[config.mk]
export PLATFORM = sky130hd
export DESIGN_NAME = dual_stage_wdog
export DESIGN_NICKNAME = d
export VERILOG_FILES = /design/src/rtl/dswd_pkg.sv /design/src/rtl/dswd_regs.sv /design/src/rtl/dswd_core.sv /design/src/rtl/dual_stage_wdog.sv
export SDC_FILE = /design/constraint.sdc
export NUM_CORES = 1
export LEC_CHECK = 0
export ABC_AREA = 1
export CAP_MARGIN = 25
export CORE_MARGIN = 2
export CORE_UTILIZATION = 30
export DETAILED_ROUTE_END_ITERATION = 10
export DONT_BUFFER_PORTS = 1
export MAX_ROUTING_LAYER = met4
export SYNTH_ARGS = -nofsm -noshare
export SYNTH_HDL_FRONTEND = slang
export SYNTH_HIERARCHICAL = 1
export SYNTH_SLANG_ARGS = --single-unit
[constraint.sdc]
create_clock -name clk -period 7 [get_ports clk]
set_clock_uncertainty 0.2 [all_clocks]
set_input_delay 1.4 -clock clk [delete_from_list [all_inputs] [get_ports clk]]
set_output_delay 1.4 -clock clk [all_outputs]
set_load 0.02 [all_outputs]
[src/rtl/dswd_pkg.sv]
package dswd_pkg;
  localparam int unsigned CNT_W  = 64;
  localparam int unsigned SPAN_W = 32;
  localparam int unsigned DATA_W = 32;
  localparam int unsigned ADDR_W = 12;
  localparam int unsigned PAD_W  = CNT_W - SPAN_W;

  localparam logic [ADDR_W-1:0] A_KICK  = 12'h000;
  localparam logic [ADDR_W-1:0] A_CTRL  = 12'h000;
  localparam logic [ADDR_W-1:0] A_SPAN  = 12'h008;
  localparam logic [ADDR_W-1:0] A_DL_LO = 12'h010;
  localparam logic [ADDR_W-1:0] A_DL_HI = 12'h014;
  localparam logic [ADDR_W-1:0] A_IDENT = 12'hFCC;

  typedef struct packed {
    logic ctrl;
    logic span;
    logic dl_lo;
    logic dl_hi;
  } setup_wr_t;

  // Deadline arithmetic: count plus zero-extended span, modulo 2^64.
  function automatic logic [CNT_W-1:0] deadline(input logic [CNT_W-1:0] now,
                                                input logic [SPAN_W-1:0] span);
    return now + {{PAD_W{1'b0}}, span};
  endfunction

  function automatic logic [DATA_W-1:0] status_word(input logic en,
                                                    input logic warn,
                                                    input logic rst_req);
    return {{(DATA_W-3){1'b0}}, rst_req, warn, en};
  endfunction
endpackage

[src/rtl/dswd_regs.sv]
module dswd_regs
  import dswd_pkg::*;
#(
  parameter logic [DATA_W-1:0] IDENT = 32'h0000_0001
) (
  input  logic              clk,
  input  logic              rst_n,
  input  logic              rf_sel,
  input  logic              rf_wr,
  input  logic [ADDR_W-1:0] rf_addr,
  output logic [DATA_W-1:0] rf_rdata,
  input  logic              cf_sel,
  input  logic              cf_wr,
  input  logic [ADDR_W-1:0] cf_addr,
  input  logic [DATA_W-1:0] cf_wdata,
  output logic [DATA_W-1:0] cf_rdata,
  input  logic [CNT_W-1:0]  dl_i,
  input  logic              warn_i,
  input  logic              rst_req_i,
  output logic              enable_o,
  output logic [SPAN_W-1:0] span_q_o,
  output logic [SPAN_W-1:0] span_now_o,
  output logic              refresh_o,
  output logic              dl_lo_we_o,
  output logic              dl_hi_we_o
);
  setup_wr_t wr;
  logic      kick;
  logic      cf_we;

  assign cf_we    = cf_sel & cf_wr;
  assign wr.ctrl  = cf_we & (cf_addr == A_CTRL);
  assign wr.span  = cf_we & (cf_addr == A_SPAN);
  assign wr.dl_lo = cf_we & (cf_addr == A_DL_LO);
  assign wr.dl_hi = cf_we & (cf_addr == A_DL_HI);
  assign kick     = rf_sel & rf_wr & (rf_addr == A_KICK);

  assign refresh_o  = kick | wr.ctrl | wr.span;
  assign dl_lo_we_o = wr.dl_lo;
  assign dl_hi_we_o = wr.dl_hi;
  assign span_now_o = wr.span ? cf_wdata[SPAN_W-1:0] : span_q_o;

  always_ff @(posedge clk or negedge rst_n) begin
    if (!rst_n) begin
      enable_o <= 1'b0;
      span_q_o <= '0;
    end else begin
      if (wr.ctrl) enable_o <= cf_wdata[0];
      if (wr.span) span_q_o <= cf_wdata[SPAN_W-1:0];
    end
  end

  always_comb begin
    cf_rdata = '0;
    if (cf_sel) begin
      unique case (cf_addr)
        A_CTRL:  cf_rdata = status_word(enable_o, warn_i, rst_req_i);
        A_SPAN:  cf_rdata = span_q_o;
        A_DL_LO: cf_rdata = dl_i[DATA_W-1:0];
        A_DL_HI: cf_rdata = dl_i[CNT_W-1:DATA_W];
        A_IDENT: cf_rdata = IDENT;
        default: cf_rdata = '0;
      endcase
    end
  end

  assign rf_rdata = (rf_sel && rf_addr == A_IDENT) ? IDENT : '0;

  // decoded setup-port write strobes are mutually exclusive
  assert_onehot_strobe_R10: assert property (@(posedge clk) disable iff (!rst_n)
    $onehot0({wr.ctrl, wr.span, wr.dl_lo, wr.dl_hi}));
  // a span write is visible on the next read of the span register
  assert_span_store_R3: assert property (@(posedge clk) disable iff (!rst_n)
    wr.span |=> span_q_o == $past(cf_wdata));
endmodule

[src/rtl/dswd_core.sv]
module dswd_core
  import dswd_pkg::*;
(
  input  logic              clk,
  input  logic              rst_n,
  input  logic [CNT_W-1:0]  count_i,
  input  logic              enable_i,
  input  logic              refresh_i,
  input  logic [SPAN_W-1:0] span_now_i,
  input  logic [SPAN_W-1:0] span_q_i,
  input  logic              dl_lo_we_i,
  input  logic              dl_hi_we_i,
  input  logic [DATA_W-1:0] wdata_i,
  output logic [CNT_W-1:0]  dl_q,
  output logic              warn_q,
  output logic              rst_req_q,
  output logic              expired
);
  logic direct_wr;

  assign expired   = enable_i & (count_i > dl_q);
  assign direct_wr = dl_lo_we_i | dl_hi_we_i;

  always_ff @(posedge clk or negedge rst_n) begin
    if (!rst_n) begin
      dl_q      <= '0;
      warn_q    <= 1'b0;
      rst_req_q <= 1'b0;
    end else if (refresh_i) begin
      dl_q      <= deadline(count_i, span_now_i);
      warn_q    <= 1'b0;
      rst_req_q <= 1'b0;
    end else if (direct_wr) begin
      if (dl_lo_we_i) dl_q[DATA_W-1:0]     <= wdata_i;
      if (dl_hi_we_i) dl_q[CNT_W-1:DATA_W] <= wdata_i;
    end else if (expired) begin
      if (!warn_q) begin
        warn_q <= 1'b1;
        dl_q   <= deadline(count_i, span_q_i);
      end else begin
        rst_req_q <= 1'b1;
      end
    end
  end

  // a refresh leaves both stages clear
  assert_refresh_clears_R2: assert property (@(posedge clk) disable iff (!rst_n)
    refresh_i |=> !warn_q && !rst_req_q);
  // warning only appears after an expiry and reloads the deadline
  assert_warn_cause_R5: assert property (@(posedge clk) disable iff (!rst_n)
    $rose(warn_q) |-> $past(expired));
  assert_warn_reload_R5: assert property (@(posedge clk) disable iff (!rst_n)
    $rose(warn_q) |-> dl_q == $past(count_i) + {{PAD_W{1'b0}}, $past(span_q_i)});
  // second stage requires the first and holds until refresh
  assert_stage_order_R6: assert property (@(posedge clk) disable iff (!rst_n)
    rst_req_q |-> warn_q);
  assert_reset_sticky_R6: assert property (@(posedge clk) disable iff (!rst_n)
    rst_req_q && !refresh_i |=> rst_req_q);
  // a disabled watchdog never signals
  assert_disabled_quiet_R7: assert property (@(posedge clk) disable iff (!rst_n)
    !enable_i |-> !warn_q && !rst_req_q);
  // a direct deadline write suppresses any stage change that cycle
  assert_write_wins_R11: assert property (@(posedge clk) disable iff (!rst_n)
    direct_wr && !refresh_i |=> $stable(warn_q) && $stable(rst_req_q));
endmodule

[src/rtl/dual_stage_wdog.sv]
module dual_stage_wdog
  import dswd_pkg::*;
#(
  parameter logic [DATA_W-1:0] IDENT = 32'h0000_0001
) (
  input  logic              clk,
  input  logic              rst_n,
  input  logic [CNT_W-1:0]  sys_count,
  input  logic              rf_sel,
  input  logic              rf_wr,
  input  logic [ADDR_W-1:0] rf_addr,
  output logic [DATA_W-1:0] rf_rdata,
  input  logic              cf_sel,
  input  logic              cf_wr,
  input  logic [ADDR_W-1:0] cf_addr,
  input  logic [DATA_W-1:0] cf_wdata,
  output logic [DATA_W-1:0] cf_rdata,
  output logic              warn_o,
  output logic              wdog_reset_o
);
  logic [CNT_W-1:0]  dl;
  logic              warn, rst_req, enable, refresh, dl_lo_we, dl_hi_we, expired;
  logic [SPAN_W-1:0] span_q, span_now;

  dswd_regs #(.IDENT(IDENT)) u_regs (
    .clk(clk), .rst_n(rst_n),
    .rf_sel(rf_sel), .rf_wr(rf_wr), .rf_addr(rf_addr), .rf_rdata(rf_rdata),
    .cf_sel(cf_sel), .cf_wr(cf_wr), .cf_addr(cf_addr), .cf_wdata(cf_wdata),
    .cf_rdata(cf_rdata),
    .dl_i(dl), .warn_i(warn), .rst_req_i(rst_req),
    .enable_o(enable), .span_q_o(span_q), .span_now_o(span_now),
    .refresh_o(refresh), .dl_lo_we_o(dl_lo_we), .dl_hi_we_o(dl_hi_we)
  );

  dswd_core u_core (
    .clk(clk), .rst_n(rst_n), .count_i(sys_count),
    .enable_i(enable), .refresh_i(refresh),
    .span_now_i(span_now), .span_q_i(span_q),
    .dl_lo_we_i(dl_lo_we), .dl_hi_we_i(dl_hi_we), .wdata_i(cf_wdata),
    .dl_q(dl), .warn_q(warn), .rst_req_q(rst_req), .expired(expired)
  );

  assign warn_o       = warn;
  assign wdog_reset_o = rst_req;

  // both lines are low in the first cycle out of reset
  assert_reset_quiet_R1: assert property (@(posedge clk) disable iff (!rst_n)
    $rose(rst_n) |-> !warn_o && !wdog_reset_o);
endmodule

Word level (Yosys, flattened, before mapping)
Cells that the tools add are included.
{ "word_totals": {"regBits": 99, "input_bits": 126, "output_inout_bits": 66, "word_cells": 56} }
{ "classes": {"addsub": 2, "order_cmp": 1, "n_eq_ne": 9, "muxes": 17, "bitwise": 11, "n_reduce_logical": 10} }
{ "ops": {"columns": ["operator", "count"], "rows": [
  ["64-bit 2-to-1 mux", 4],
  ["32-bit case mux with 5 select lines", 1],
  ["64-bit by 32-bit adder with 64-bit output", 2],
  ["32-bit 2-to-1 mux", 4],
  ["64-bit > comparator", 1],
  ["12-bit == test (second input constant)", 2],
  ["12-bit by 5-bit == test with 1-bit output (second input constant)", 2],
  ["12-bit zero test", 2],
  ["12-bit by 4-bit == test with 1-bit output (second input constant)", 1],
  ["3-bit AND reduction", 3],
  ["1-bit bitwise AND", 8],
  ["1-bit 2-to-1 mux", 8],
  ["3-bit by 2-bit inequality test with 1-bit output (second input constant)", 2],
  ["2-bit nonzero test", 2],
  ["3-bit inequality test (second input constant)", 1],
  ["1-bit bitwise OR", 3],
  ["3-bit nonzero test", 1],
  ["2-bit inequality test (second input constant)", 1],
  ["2-bit AND reduction", 1],
  ["1-bit logical AND", 1]
]} }

Logic depth before layout (Yosys ltp)
{ "logic_depth": {"depth_word": 6, "depth_mapped": 26, "mapped_depth_nobuf": 25} }

By module
The synthesis kept the hierarchy.
{ "modules_own_cells": {"columns": ["module", "instances", "cells_per_inst", "area_per_inst_um2", "seq_area_each_um2"], "rows": [
  ["dswd_core", 1, 2480, 12983.7, 1651.6],
  ["dswd_regs", 1, 478, 2919.0, 825.8]
]} }

Worst setup path before layout
No wires, ideal clock.
{ "synth_path": {"kind": "in2reg", "start": "input port cf_addr[5]", "end": "register u_core.dl_q[32]", "arrival_ns": 3.899, "slack_ns": 2.784, "path_stages": 22, "path_buffers": 0, "cell_sequence": "inv_1 > nand2_1 > nor2_2 > nand3_4 > inv_2 > nand2_1 > o21ai_0 > ha_1 > inv_1 > fa_1 > o21ai_1 > nand2_1 > nand2_1 > inv_1 > o21bai_2 > nand2_1 > nand2_1 > nand2_1 > nand3_1 > nand3_1 > nand2_1 > nand2_1"} }
{ "synth_between": {"elab_cells_between_ends": 19, "classes_between": "add/sub (1); eq/ne (5); mux (3); bitwise (7); reduce/logical (3)"} }
{ "synth_rtl": {"columns": ["item", "line_no", "text"], "rows": [
  ["from (decl)", "dual_stage_wdog.sv:15", "input logic [ADDR_W-1:0] cf_addr,"],
  ["12-bit by 4-bit == test with 1-bit output", "dswd_regs.sv:33", "assign wr.span = cf_we & (cf_addr == A_SPAN);"],
  ["1-bit bitwise AND", "dswd_regs.sv:33", null],
  ["32-bit 2-to-1 mux", "dswd_regs.sv:41", "assign span_now_o = wr.span ? cf_wdata[SPAN_W-1:0] : span_q_o;"],
  ["named net span_now[0]", "dual_stage_wdog.sv:23", "logic [SPAN_W-1:0] span_q, span_now;"],
  ["64-bit by 32-bit adder with 64-bit output", "dswd_pkg.sv:25", "return now + {{PAD_W{1'b0}}, span};"],
  ["64-bit 2-to-1 mux", "dswd_core.sv:29", "end else if (refresh_i) begin"],
  ["to (signal assigned)", "dswd_core.sv:30", "dl_q <= deadline(count_i, span_now_i);"],
  ["to (signal, indexed assignment)", "dswd_core.sv:34", "if (dl_lo_we_i) dl_q[DATA_W-1:0] <= wdata_i;"],
  ["to (signal, indexed assignment)", "dswd_core.sv:35", "if (dl_hi_we_i) dl_q[CNT_W-1:DATA_W] <= wdata_i;"],
  ["to (decl)", "dswd_core.sv:14", "output logic [CNT_W-1:0] dl_q,"]
]} }
The timed path passes the listed nets, and every way through them passes these cells.
A chain may end at the register's enable or synchronous reset.

Worst setup path in the final report
{ "layout_path": {"start": "input port cf_addr[5]", "end": "output port cf_rdata[4]"} }
{ "layout_between": {"elab_chain_len": 3, "elab_cells_between_ends": 7, "classes_between": "eq/ne (4); mux (2); reduce/logical (1)"} }
{ "layout_lines": {"columns": ["item", "line_no", "text"], "rows": [
  ["12-bit == test, or another cell as far along", "dswd_regs.sv:56", "unique case (cf_addr)"],
  ["32-bit case mux with 5 select lines *", "dswd_regs.sv:56", null],
  ["32-bit 2-to-1 mux *", "dswd_regs.sv:55", "if (cf_sel) begin"],
  ["to (decl)", "dual_stage_wdog.sv:17", "output logic [DATA_W-1:0] cf_rdata,"]
]} }
Every way passes the cells marked *; elsewhere a longest branch is shown, timed or not.

==> key figures <==
Status
  • Status: completed

Logic synthesis
  • Post-synth EDFFs: 0
  • Unique masters post-synth: 51
  • Syn avg cell area: between 5 and 6 um^2
  • Mapped Area: ~0.016 mm^2
  • Gate Count Post-Synth: 2958
  • Post-synth top flop: dfrtp_1
  • Dominant cells by area after synthesis: nand2_1 27%, dfrtp_1 16%, nand3_1 13%
  • Synth area leader: nand2_1
  • Seq/Total Area, Yosys: 0.1558
  • Yosys top cell area share: 0.2733
  • Synth async-reset ratio: 1.000
  • Post-synthesis sequential element count: a little under 100
  • Ys Warns: 6

CTS
  • Worst skew pair latency: 400 ps
  • Clk sinks: 99
  • Htree depth: 3
  • Reg clk slew, reported paths: roughly 80 ps
  • # resized after CTS: 0
  • # hold bufs at CTS: 0
  • # Post-CTS Setup Buffers: 0
  • CTS tree: done
  • Clock buffer depth: 2
  • Num CTS Buffers: 9
  • CTS root buffer: clkbuf_16

Die
  • Die area: approximately 0.055 mm^2
  • Initial Util: 0.3032
  • Die H: 234.2 um
  • Ports: 192
  • Die X: 234.2 um
  • Num rows: 84
  • Core area: 0.05245 mm^2

Power and ir drop
  • Cell internal pwr: 961.9 uW
  • Clock Power Share: 0.390
  • Power share of the combinational group: 0.202
  • Switching share of total power: 0.3526
  • PD cells: 88.64 mW/mm^2
  • Max rail drop VDD: 0.09679 mV
  • P_leak: 9.434 nW
  • Seq pwr share: 0.409
  • Net switching power: 523.8 uW

STA
  • Max Fclk: 197.9 MHz
  • Max Transition Viols Final: 0
  • Final hold viol count: 0
  • Slew @ Worst Pin: 980.5 ps
  • Final setup fails: 0
  • RSZ-0062 raised after global routing: false
  • Period minus WS final: 5052 ps
  • Final Cycle Share: 0.7218
  • Setup_tns: 0 ps
  • Slew Limit Headroom: 0.3449

Placed design
  • HPWL Detailed: approximately 68000 um
  • Gpl congestion: approximately 1.1
  • Port Buffers: 0

Detailed routing
  • Final ANT Viol Nets: 0
  • DRC: 0
  • Vias/cell: 5.323
  • Number of DRC markers in iteration 0: roughly 2600
  • TritonRoute pass-1 iters: 7
  • Via count: 19300
  • Drt wl/cell: 22.88 um
  • Total wire length: 82980 um

Critical path
  • Critical path data arrival time: 3450 ps
  • Setup CP Type: in -> out
  • WP data required: around 5400 ps
  • Worst Path Max Fanout: 34
  • CP Launch Type: input port
  • Flop2flop setup slack: about 3200 ps
  • Endpoint type of the worst setup path: primary output
  • RR Endpoint: u_core/dl_q[24]$_DFFE_PN0P_
  • Worst r2r src: u_core/dl_q[40]$_DFFE_PN0P_
  • Reg2reg path depth: 16

GRT
  • GR Util All Layers: 0.3094
  • Pin count of the biggest net entering global routing: 100
  • Initial antenna violation count: 3
  • First-pass GRT wire length: 118000 um
  • GRT overflow: 0
  • Vias in the first global route: 17680

Worst hold path
  • Worst hold path type: reg -> reg
  • Hold depth: 2
  • Worst Hold End: u_core/dl_q[22]$_DFFE_PN0P_
  • Min-delay src: u_core/dl_q[22]$_DFFE_PN0P_

Cells and area
  • Filler Cell Count: 6038
  • Fraction of layout cells with a size suffix above 1: 0.02933
  • Final Util: 0.3196
  • P&R area growth vs syn: 5.397%
  • Most common cell after layout, fill and taps aside: nand2_1
  • Most frequent cells in the layout: 1158 x nand2_1, 508 x inv_1, 411 x nand3_1
  • Fin nets: 3183

Flow run
  • Maxcap violations: 0
power by group through the flow:
stage,Clock [mW],Combinational [mW],Sequential [mW]
after floorplan,0,0.230,0.604
after global placement,0,0.288,0.617
after detailed placement,0,0.288,0.617
after CTS,0.585,0.290,0.606
after global routing,0.604,0.333,0.607
final,0.579,0.299,0.607
logic make-up after synthesis:
logic type / after synthesis / share of synthesized area
AOI/OAI and AO/OA: 181 / 0.06263
and+or+nand+nor: 1937 / 0.5154
buffers and inverters: 599 / 0.1566
adders and majority gates: 130 / 0.1032
DFF: 99 / 0.1558
other: 1 / 0.0002358
xor gates and xnor gates: 11 / 0.006059
registers in the layout (all words and copies together), names as in the netlist:
| name | flops |
|---|---|
| u_core/dl_q | 64 |
| u_core/rst_req_q | 1 |
| u_core/warn_q | 1 |
| u_regs/enable_o | 1 |
| u_regs/span_q_o | 32 |
through the flow:
step / power, mW / area [um^2] / hold WS, ps / setup slack, ps / instances
3_3_place_gp: 0.9046 / 16440 / 285.6 / 1674 / 3604
2_1_floorplan: 0.8349 / 16020 / 263.5 / 2784 / 2988
5_1_grt: 1.545 / 16760 / 330.9 / 1653 / 3624
6_report: 1.486 / 16760 / 305.9 / 1948 / 3626
3_5_place_dp: 0.9052 / 16440 / 289.6 / 1626 / 3604
4_1_cts: 1.481 / 16750 / 306.8 / 2000 / 3620
worst max-delay path, stage by stage:
cell and delay, ps:
inv_1 90, nand2_1 110, nor2_2 240, nand3_4 150, inv_2 250, buf_4 460
nand2_1 120, nand2_1 180, nor2_1 100, nor2_1 340
worst max path at each step:
stage	slack (ps)	end	cells after the start	from
2_1_floorplan	2780	u_core/dl_q[32]$_DFFE_PN0P_	22	cf_addr[5]
3_3_place_gp	1670	u_core/dl_q[24]$_DFFE_PN0P_	15	cf_addr[9]
3_5_place_dp	1630	u_core/dl_q[24]$_DFFE_PN0P_	15	cf_addr[0]
4_1_cts	2000	cf_rdata[4]	10	cf_addr[5]
5_1_grt	1650	u_core/dl_q[40]$_DFFE_PN0P_	24	cf_addr[5]
6_report	1950	cf_rdata[4]	10	cf_addr[5]
layout make-up:
class	count	area (um^2)	share of cell area
Timing Repair Buffer	13	110.1	0.006569
Antenna cell	6	15.01	0.0008958
Multi-Input combinational cell	2290	11070	0.6602
Tap cell	688	860.8	0.05136
Clock buffer	9	225.2	0.01344
Sequential cell	99	2477	0.1478
Inverter	514	1929	0.1151
Clock inverter	7	77.57	0.004628
synthesized netlist by cell type (2+ instances only):
cell	number
nand3_1	412
nor2_8	2
buf_2	21
nor3_1	17
fa_1	2
o211ai_1	8
ha_1	128
nor4_1	5
and3_1	2
buf_6	6
nand2_1	1158
clkinv_1	3
o21ai_0	51
xnor2_1	8
nor2_1	240
nor3_2	4
inv_1	508
clkbuf_8	4
o21a_1	6
inv_2	3
buf_1	3
nor2_2	14
dfrtp_1	99
xor2_1	3
a21o_1	2
nand3b_1	10
and2_1	5
nand4_1	36
or2_2	11
o21bai_1	6
nor2_4	4
a21oi_1	100
a31oi_1	2
buf_4	35
clkbuf_1	16
nand2_2	7
nand3_2	3
metal layers:
metal | GRT usage | share of wire
met5 | - | 0
met3 | 0.06250 | 0.10
met4 | 0.1855 | 0.070
met1 | 0.3817 | 0.40
met2 | 0.4643 | 0.43
Note: power is estimated with default switching activity, not from simulation.
